$ cat src/rtl/pxp_pkg.sv
package pxp_pkg;
   typedef enum logic [2:0] {
      ST_IDLE, ST_ADDR, ST_AACK, ST_WR, ST_WACK, ST_RD, ST_RACK, ST_HOLD
   } pxp_st_e;

   typedef enum logic {GRP_A = 1'b0, GRP_B = 1'b1} pxp_grp_e;
endpackage

$ cat src/rtl/pxp_bus_cond.sv
module pxp_bus_cond (
   input  logic clk,
   input  logic rst_n,
   input  logic scl_i,
   input  logic sda_i,
   output logic scl_rise_o,
   output logic scl_fall_o,
   output logic start_o,
   output logic stop_o
);
   logic scl_q, sda_q;

   always_ff @(posedge clk or negedge rst_n) begin
      if (!rst_n) begin
         scl_q <= 1'b1;
         sda_q <= 1'b1;
      end else begin
         scl_q <= scl_i;
         sda_q <= sda_i;
      end
   end

   assign scl_rise_o = scl_i & ~scl_q;
   assign scl_fall_o = ~scl_i & scl_q;
   assign start_o    = scl_i & scl_q & sda_q & ~sda_i;
   assign stop_o     = scl_i & scl_q & ~sda_q & sda_i;
endmodule

$ cat src/rtl/pxp_addr_match.sv
module pxp_addr_match #(
   parameter int unsigned LO_W  = 4,
   parameter int unsigned PFX_W = 3,
   parameter logic [PFX_W-1:0] PFX_A = 3'b110,
   parameter logic [PFX_W-1:0] PFX_B = 3'b101
) (
   input  logic [7:0]      byte_i,
   input  logic [LO_W-1:0] lo_i,
   output logic            hit_a_o,
   output logic            hit_b_o,
   output logic            rd_o
);
   localparam int unsigned ADDR_W = PFX_W + LO_W;

   if (ADDR_W != 7) begin : g_bad_width
      $error("address prefix plus low bits must total seven");
   end
   if (PFX_A == PFX_B) begin : g_bad_prefix
      $error("the two group prefixes must differ");
   end

   assign hit_a_o = (byte_i[7:1] == {PFX_A, lo_i});
   assign hit_b_o = (byte_i[7:1] == {PFX_B, lo_i});
   assign rd_o    = byte_i[0];
endmodule

$ cat src/rtl/pxp_port_reg.sv
module pxp_port_reg #(
   parameter int unsigned W = 8,
   parameter logic [W-1:0] RST = '0
) (
   input  logic         clk,
   input  logic         rst_n,
   input  logic         we_i,
   input  logic [W-1:0] d_i,
   output logic [W-1:0] q_o
);
   for (genvar g = 0; g < W; g++) begin : g_bit
      always_ff @(posedge clk or negedge rst_n) begin
         if (!rst_n)    q_o[g] <= RST[g];
         else if (we_i) q_o[g] <= d_i[g];
      end
   end
endmodule

$ cat src/rtl/pxp_i2c_slave.sv
module pxp_i2c_slave
   import pxp_pkg::*;
#(
   parameter int unsigned GRP_W = 8,
   parameter int unsigned LO_W  = 4,
   parameter int unsigned PFX_W = 3,
   parameter logic [PFX_W-1:0] PFX_A = 3'b110,
   parameter logic [PFX_W-1:0] PFX_B = 3'b101,
   parameter logic [GRP_W-1:0] RST_A = 8'hC3,
   parameter logic [GRP_W-1:0] RST_B = 8'h0F
) (
   input  logic             clk,
   input  logic             rst_n,
   input  logic             bus_rst_n,
   input  logic             scl_i,
   input  logic             sda_i,
   input  logic [LO_W-1:0]  addr_lo_i,
   output logic             sda_oe_o,
   input  logic [GRP_W-1:0] snap_a_i,
   input  logic [GRP_W-1:0] flags_a_i,
   output logic             sample_a_o,
   output logic             flag_clr_a_o,
   input  logic [GRP_W-1:0] pins_b_i,
   output logic [GRP_W-1:0] out_a_o,
   output logic [GRP_W-1:0] out_b_o
);
   localparam int unsigned CNT_W = $clog2(GRP_W + 1);
   localparam logic [CNT_W-1:0] FULL = CNT_W'(GRP_W);

   if (GRP_W != 8) begin : g_bad_grp
      $error("each port group must be one bus byte wide");
   end

   logic scl_rise, scl_fall, start, stop;
   logic hit_a, hit_b, rd_bit;
   pxp_st_e st;
   pxp_grp_e grp;
   logic [CNT_W-1:0] bitcnt;
   logic [7:0] sh, tx, nb, flag_hold, pin_hold;
   logic rd, flag_next, sample_q, wr_fire;

   pxp_bus_cond u_cond (
      .clk(clk), .rst_n(rst_n), .scl_i(scl_i), .sda_i(sda_i),
      .scl_rise_o(scl_rise), .scl_fall_o(scl_fall),
      .start_o(start), .stop_o(stop)
   );

   pxp_addr_match #(.LO_W(LO_W), .PFX_W(PFX_W), .PFX_A(PFX_A), .PFX_B(PFX_B)) u_match (
      .byte_i(sh), .lo_i(addr_lo_i),
      .hit_a_o(hit_a), .hit_b_o(hit_b), .rd_o(rd_bit)
   );

   // byte loaded for the next read transfer
   always_comb begin
      if (grp == GRP_B)   nb = pin_hold;
      else if (flag_next) nb = flag_hold;
      else                nb = snap_a_i;
   end

   assign wr_fire = bus_rst_n & ~start & ~stop & (st == ST_WR) & scl_fall & (bitcnt == FULL);

   pxp_port_reg #(.W(GRP_W), .RST(RST_A)) u_reg_a (
      .clk(clk), .rst_n(rst_n), .we_i(wr_fire & (grp == GRP_A)), .d_i(sh), .q_o(out_a_o)
   );
   pxp_port_reg #(.W(GRP_W), .RST(RST_B)) u_reg_b (
      .clk(clk), .rst_n(rst_n), .we_i(wr_fire & (grp == GRP_B)), .d_i(sh), .q_o(out_b_o)
   );

   always_ff @(posedge clk or negedge rst_n) begin
      if (!rst_n) begin
         st        <= ST_IDLE;
         grp       <= GRP_A;
         bitcnt    <= '0;
         sh        <= '0;
         tx        <= '0;
         flag_hold <= '0;
         pin_hold  <= '0;
         rd        <= 1'b0;
         flag_next <= 1'b0;
         sample_q  <= 1'b0;
         sda_oe_o  <= 1'b0;
      end else begin
         sample_q <= 1'b0;
         if (!bus_rst_n || stop) begin
            st       <= ST_IDLE;
            sda_oe_o <= 1'b0;
         end else if (start) begin
            st       <= ST_ADDR;
            bitcnt   <= '0;
            sda_oe_o <= 1'b0;
         end else begin
            unique case (st)
               ST_ADDR: begin
                  if (scl_rise) begin
                     sh     <= {sh[6:0], sda_i};
                     bitcnt <= bitcnt + 1'b1;
                  end else if (scl_fall && bitcnt == FULL) begin
                     if (hit_a || hit_b) begin
                        sda_oe_o  <= 1'b1;
                        st        <= ST_AACK;
                        grp       <= hit_a ? GRP_A : GRP_B;
                        rd        <= rd_bit;
                        flag_next <= 1'b0;
                     end else begin
                        st <= ST_HOLD;
                     end
                  end
               end
               ST_AACK: begin
                  if (scl_rise) begin
                     if (grp == GRP_A) begin
                        sample_q  <= 1'b1;
                        flag_hold <= flags_a_i;
                     end
                     pin_hold <= pins_b_i;
                  end else if (scl_fall) begin
                     bitcnt <= '0;
                     if (rd) begin
                        tx        <= nb;
                        sda_oe_o  <= ~nb[7];
                        flag_next <= ~flag_next;
                        st        <= ST_RD;
                     end else begin
                        sda_oe_o <= 1'b0;
                        st       <= ST_WR;
                     end
                  end
               end
               ST_RD: begin
                  if (scl_rise) begin
                     bitcnt <= bitcnt + 1'b1;
                  end else if (scl_fall) begin
                     if (bitcnt == FULL) begin
                        sda_oe_o <= 1'b0;
                        st       <= ST_RACK;
                     end else begin
                        sda_oe_o <= ~tx[6];
                        tx       <= {tx[6:0], 1'b0};
                     end
                  end
               end
               ST_RACK: begin
                  if (scl_rise) begin
                     if (sda_i) begin
                        st <= ST_HOLD;
                     end else begin
                        if (grp == GRP_A && !flag_next) begin
                           sample_q  <= 1'b1;
                           flag_hold <= flags_a_i;
                        end
                        pin_hold <= pins_b_i;
                     end
                  end else if (scl_fall) begin
                     bitcnt    <= '0;
                     tx        <= nb;
                     sda_oe_o  <= ~nb[7];
                     flag_next <= ~flag_next;
                     st        <= ST_RD;
                  end
               end
               ST_WR: begin
                  if (scl_rise) begin
                     sh     <= {sh[6:0], sda_i};
                     bitcnt <= bitcnt + 1'b1;
                  end else if (scl_fall && bitcnt == FULL) begin
                     sda_oe_o <= 1'b1;
                     st       <= ST_WACK;
                  end
               end
               ST_WACK: begin
                  if (scl_fall) begin
                     sda_oe_o <= 1'b0;
                     bitcnt   <= '0;
                     st       <= ST_WR;
                  end
               end
               default: ;
            endcase
         end
      end
   end

   assign sample_a_o   = sample_q;
   assign flag_clr_a_o = sample_q;


   sda_low_chk: assert property (@(posedge clk) disable iff (!rst_n)
      $rose(sda_oe_o) |-> !scl_i);


   abort_release_chk: assert property (@(posedge clk) disable iff (!rst_n)
      !bus_rst_n |=> !sda_oe_o);


   strobe_pulse_chk: assert property (@(posedge clk) disable iff (!rst_n)
      sample_a_o |=> !sample_a_o);


   strobe_scl_chk: assert property (@(posedge clk) disable iff (!rst_n)
      sample_a_o |-> scl_i);


   latch_a_chk: assert property (@(posedge clk) disable iff (!rst_n)
      !$stable(out_a_o) |-> (!scl_i && sda_oe_o));


   latch_b_chk: assert property (@(posedge clk) disable iff (!rst_n)
      !$stable(out_b_o) |-> (!scl_i && sda_oe_o));
endmodule

$ cat config.mk
export PLATFORM = sky130hd
export DESIGN_NAME = pxp_i2c_slave
export DESIGN_NICKNAME = d
export VERILOG_FILES = /design/src/rtl/pxp_pkg.sv /design/src/rtl/pxp_bus_cond.sv /design/src/rtl/pxp_addr_match.sv /design/src/rtl/pxp_port_reg.sv /design/src/rtl/pxp_i2c_slave.sv
export SDC_FILE = /design/constraint.sdc
export NUM_CORES = 1
export LEC_CHECK = 0
export BUFFER_PORTS_ARGS = -buffer_cell sky130_fd_sc_hd__buf_2
export CAP_MARGIN = 20
export CORE_ASPECT_RATIO = 1.1
export CORE_UTILIZATION = 50
export DETAILED_ROUTE_END_ITERATION = 8
export PLACE_DENSITY = 0.72
export SLEW_MARGIN = 0
export SYNTH_ARGS = -nofsm -noshare
export SYNTH_HDL_FRONTEND = slang
export SYNTH_SLANG_ARGS = --single-unit
$ cat constraint.sdc
create_clock -name clk -period 6.1 [get_ports clk]
set_clock_uncertainty 0.15 [all_clocks]
set_input_delay 0 -clock clk [delete_from_list [all_inputs] [get_ports clk]]
set_output_delay 0 -clock clk [all_outputs]
set_load 0.03 [all_outputs]
-- Yosys cells after proc, flatten, opt, wreduce, memory -nomap -nowiden
Cells that the tools add are included.
- $add $sub $neg: 1
- eq/ne operators: 42
- mux-type cells: 79
- bitwise gates (word level): 26
- reductions and logical operators: 23
- operators with widths (cell ; number):
    $mux 8 ; 10
    $mux 7 ; 8
    $mux 3 ; 17
    $ne 4x4->1 const B ; 11
    $mux 1 ; 32
    $ne 2x2->1 const B ; 16
    $pmux 8 s2 ; 2
    $reduce_and 13->1 ; 2
    $reduce_and 11->1 ; 2
    $pmux 7 s3 ; 1
    $pmux 3 s6 ; 1
    $mux 4 ; 4
    $and 1x1->1 ; 14
    $eq 7x7->1 ; 2
    $not 1->1 ; 12
    $pmux 4 s3 ; 1
    $reduce_and 6->1 ; 2
    $ne 5x5->1 const B ; 2
    $eq 3x3->1 const B ; 3
    $reduce_and 4->1 ; 2
    $reduce_and 8->1 ; 1
    $reduce_bool 8->1 ; 1
    $eq 3x2->1 const B ; 2
    $pmux 1 s6 ; 1
    17 further kinds ; 22
- register bits: 61
- input bits: 33
- output and inout bits: 19
- logic and storage cells: 200

-- Longest topological paths before layout
- word-level depth: 10
- mapped depth: 8
- mapped depth without buffers: 7

-- Modules after synthesis
From an unflattened synthesis, not the netlist that was laid out.
- cells, all modules: 277
- area, all modules: 3211.8 µm²
- modules (own cells, without submodules) (module ; times used ; cells an instance ; area an instance (µm²) ; seq. area each (µm²)):
    pxp_i2c_slave ; 1 ; 227 ; 2377.3 ; 1076.0
    pxp_port_reg ; 2 ; 17 ; 336.6 ; 205.2
    pxp_bus_cond ; 1 ; 6 ; 85.1 ; 52.6
    pxp_addr_match ; 1 ; 10 ; 76.3 ; 0.0

-- Worst setup path before layout
No wires, ideal clock.
- path kind: register -> register
- start point: register u_cond.scl_q
- end point: register st[0]
- data arrival time: 1930 ps
- data required time: 5825 ps
- slack: 3895 ps
- stages on the path, launching flop included: 8
- buffers on the path: 1
- period minus slack after synthesis: 2205 ps
- path through: dfstp_2 -> ha_1 -> and4b_1 -> clkbuf_1 -> o21ai_0 -> a222oi_1 -> nor2_1 -> mux2_2
- longest elaborated chain between the ends: 6
- elaborated cells on any way between the ends: 28
- those cells by class: eq/ne: 12; mux: 4; bitwise: 8; reduce/logical: 4
- ends and longest elaborated chain (element ; line ; RTL):
    from (decl) ; pxp_bus_cond.sv:11 ; logic scl_q, sda_q;
    from (signal assigned) ; pxp_bus_cond.sv:18 ; scl_q <= scl_i;
    $and 1x1->1 or $not 1->1 (tied branches) ; pxp_bus_cond.sv:25, pxp_bus_cond.sv:26, pxp_bus_cond.sv:23 ;
    $and 1x1->1 (on tied branches) ; pxp_bus_cond.sv:26, pxp_bus_cond.sv:23 ;
    $and 1x1->1 or $mux 3 (tied branches) ; pxp_bus_cond.sv:26, pxp_i2c_slave.sv:143 ;
    $logic_or 1x1->1 or $pmux 3 s6 (tied branches) ; pxp_i2c_slave.sv:84, pxp_i2c_slave.sv:92 ;
    $ne 5x5->1 (no line), or another cell as far along ; n/a ;
    $reduce_and 13->1 (no line) or $mux 3 (tied branches) ; n/a ;
    to (signal assigned) ; pxp_i2c_slave.sv:85 ; st <= ST_IDLE;
    to (signal assigned) ; pxp_i2c_slave.sv:88 ; st <= ST_ADDR;
    to (signal assigned) ; pxp_i2c_slave.sv:100 ; st <= ST_AACK;
    to (decl) ; pxp_i2c_slave.sv:36 ; pxp_st_e st;
Several ways; a longest one is shown, not always the timed one.
A chain may end at the register's enable or synchronous reset.

-- Worst setup path in the final report
- start point: register u_cond.sda_q
- end point: register flag_hold[2]
- longest elaborated chain between the ends: 6
- elaborated cells on any way between the ends: 9
- those cells by class: bitwise: 7; reduce/logical: 2
- ends and longest elaborated chain (element ; line ; RTL):
    from (decl) ; pxp_bus_cond.sv:11 ;
    from (signal assigned) ; pxp_bus_cond.sv:19 ; sda_q <= sda_i;
    $not 1->1 ; pxp_bus_cond.sv:26 ; assign stop_o = scl_i & scl_q & ~sda_q & sda_i;
    $and 1x1->1 (2 in a row) ; pxp_bus_cond.sv:26 ;
    $logic_or 1x1->1 ; pxp_i2c_slave.sv:84 ; if (!bus_rst_n || stop) begin
    $not 1->1 (no line) ; n/a ;
    $reduce_and 8->1 (no line) * ; n/a ;
    to (signal assigned) ; pxp_i2c_slave.sv:113 ; flag_hold <= flags_a_i;
    to (signal assigned) ; pxp_i2c_slave.sv:149 ; flag_hold <= flags_a_i;
    to (decl) ; pxp_i2c_slave.sv:39 ; logic [7:0] sh, tx, nb, flag_hold, pin_hold;
Every way passes the cells marked *; elsewhere a longest branch is shown, timed or not.

==> impl_metrics.toml <==
[timing]
rsz0062_at_grt = "false"
max_slew_margin_pct = 49.5
setup_violations = 0
hold_viol = 0
period_minus_slack_ps = 2460
holdWs_ps = 77.9
setup_tns_ps = 0
timing.final.crit_share_pct = 40.3
fmax_mhz = 407
drv_slew = 0
worst_slew_pin_slew_ps = 758

[pwr]
power_frac_seq_pct = 45.2
power.density_mw_per_mm2 = 349
swShare_pct = 30.6
intPower_uw = 929
p_clk_share_pct = 29.8
switchingPower_uw = 411
combPwrFrac_pct = 25.0
p_leak_nw = 1.81
vdd_drop_max_mv = 0.202

[clock_tree]
clk_pin_slew_ps = 70
clk_path_buf_depth = 2
cts.repair.resized = 0
cts_sinks = 61
htree_levels = 3
cts_inserted_buffers = 9
insertion_delay_ps = 340
ctsRootBufferMaster = "clkbuf_8"
cts_tree = "yes"

[yosys]
synth_area_leaders = "dfrtp_1, mux2_2, dfstp_2, mux2i_1, o21ai_0"
synth_top_family_by_area = "multiplexers"
synth_compound_area_share_pct = 9.66
synth-simple-area-share_pct = 10.5
ys_types = 49
synth_xor_area_share_pct = 1.69
yosysWarnings = 0
yosysTopAreaCellShare_pct = 41.1
synth_cells = 263
yosys.area_share.adder_pct = 2.01
synth_common_cells = "mux2_2, dfrtp_1, nand2_1"
seq_area_frac_synth_pct = 49.5
synth_most_common_cell = "mux2_2"
synth_flop_cell = "dfrtp_1"
synth-seq-cells = 61
syn_avg_cell_area_um2 = 11.8
netlist_area_mm2 = 0.00311
async_flop_share_pct = 100
synthMuxAreaShare_pct = 24.2
synth-edff-count = 0
synthesis.nets = 301
synth_top_area_cell = "dfrtp_1"

[setup_path]
slowest_delay_ps = 640
cp_slowest_cell = "nor4b_4"
critPathTopFamily = "simple AND/OR/NAND/NOR gates"
worstPathMaxFanout = 10
end_kind = "flip-flop"
crit_required_ps = 6170
cp.arrival_ps = 2520
crit_buf_inv = 0
worstSetupPathType = "flip-flop to flip-flop"
crit_chain = "xor2_1 -> a21boi_4 -> nand2_2 -> nor4b_4 -> mux2_2"
start_kind = "flip-flop"

[final_layout]
antennaDiodeCount = 0
fin_util_pct = 65.3
area_growth_pct = 23.6
final.fill_count = 489
drive_above_1_share_pct = 41.6
finalNetCount = 372

[job]
drv_cap = 0

[status]
status = "completed"

[global_routing]
antenna_found_initial = 0
grt_max_degree = 62
grt_pass1_wl_mm = 11.1
grt.overflow.total = 0
grt_pass1_vias = 2318
grt_usage_pct = 22.4

[floorplanning]
die_h_um = 84.7
fp.dieArea_mm2 = 0.00654
start_util_pct = 52.9
row_count = 29
design.core.area_mm2 = 0.00588
die_w_um = 77.2
ios = 52

[drt]
avgViaCountPerCell = 5.55
postRouteAntennaNets = 0
firstDrtPassIters = 5
post-route-drc-count = 0
drt-initial-drc-count = 145
wire_per_inst_um = 15.8
routed_wl_mm = 6.58
vias = 2310

[place]
dp_hpwl_mm = 4.45
gp_congestion = 0.874
port_buffers = 51

[min_path]
hold_path.class = "input port to flip-flop"
placed cells by master, fill, tap and decap left out, types with 2 or more instances in the layout:
cell type and instances:
xnor2_1 4, bufinv_16 2, nand3_1 7, buf_2 51
o22a_1 2, nor3_1 2, a211o_1 2, inv_1 7
a31oi_1 2, nor2_1 8, nand2b_1 3, dlygate4sd3_1 20
mux2_2 56, xor2_1 2, nand2_1 20, mux2i_1 12
ha_1 5, nand4_1 3, nor2b_1 4, nand3b_1 3
a21oi_1 7, clkbuf_8 10, clkinv_2 2, o21ai_0 17
dfstp_2 10, dfrtp_1 51
through the flow:
stage | setup WS, ps | cell area [um^2] | power (mW) | cells
floorplan | 3890 | 3110 | 0.849 | 263
global placement | 3660 | 3420 | 0.923 | 380
finish | 3640 | 3840 | 1.34 | 416
global route | 3490 | 3840 | 1.42 | 416
detailed placement | 3660 | 3420 | 0.936 | 380
CTS | 3640 | 3840 | 1.35 | 416
worst reg2reg max path, delay by kind of cell (launching register included):
kind,cells,cell delay [ps]
muxes,1,410
AOI/OAI and AO/OA,1,350
and+or+nand+nor,2,770
DFF,1,550
xor gates and xnor gates,1,120
logic make-up (layout without fill, tap and decap cells):
kind of cell / count (synthesis) / in the layout
xor+xnor: 6 / 6
fa+ha+maj: 5 / 5
mux: 68 / 68
compound gates: 44 / 44
simple gates: 60 / 60
flops: 61 / 61
buf+inv: 19 / 95
layout make-up:
type                       instances  area (um^2)  share of cell area, %
multi-input combinational        183         1490                   38.8
clock inverter                     6         86.3                   2.25
inverter                           7         26.3                  0.684
tap                               77         96.3                   2.51
clock buffer                      10          138                   3.58
timing repair buffer              72          463                   12.1
sequential                        61         1540                   40.1
per-layer routing:
metal	track usage, %	up-vias	routed length (um)
met5	0	-	0
met4	11.3	0	105
met3	4.67	12	285
met2	36.3	58	3230
met1	28.5	1146	2970
li1	-	1094	-
path summary, 6_finish.rpt:
path / from / to / slack (ps) / depth (start not counted)
worst max-delay path: u_cond.sda_q / flag_hold[2] / 3640 / 5
worst min-delay path: addr_lo_i[1] / sda_oe_o / 80 / 6
worst max register to register: u_cond.sda_q / flag_hold[2] / 3640 / 5
worst min register to register: pin_hold[2] / pin_hold[2] / 360 / 1
max in group asynchronous: rst_n / st[0] / 5090 / 3
min in group asynchronous: rst_n / bitcnt[1] / 190 / 3
power groups by stage:
| stage | combinational (mW) | sequential (mW) | clock [mW] |
|---|---|---|---|
| CTS | 0.337 | 0.602 | 0.408 |
| finish | 0.335 | 0.605 | 0.400 |
| global placement | 0.317 | 0.605 | 0 |
| global route | 0.372 | 0.622 | 0.428 |
| floorplan | 0.294 | 0.554 | 0 |
| detailed placement | 0.326 | 0.610 | 0 |
sequential cells by signal (all words and copies together), names as in the netlist, 3 cells and up:
register,cells
u_reg_b.q_o,8
pin_hold,8
flag_hold,8
st,3
u_reg_a.q_o,8
tx,7
bitcnt,4
sh,8
what timing repair did:
action	in CTS	in global routing
endpoints found under the hold margin	75	0
buffers inserted	0	0
hold buffers	20	0
(Power assumes the default switching activity.)
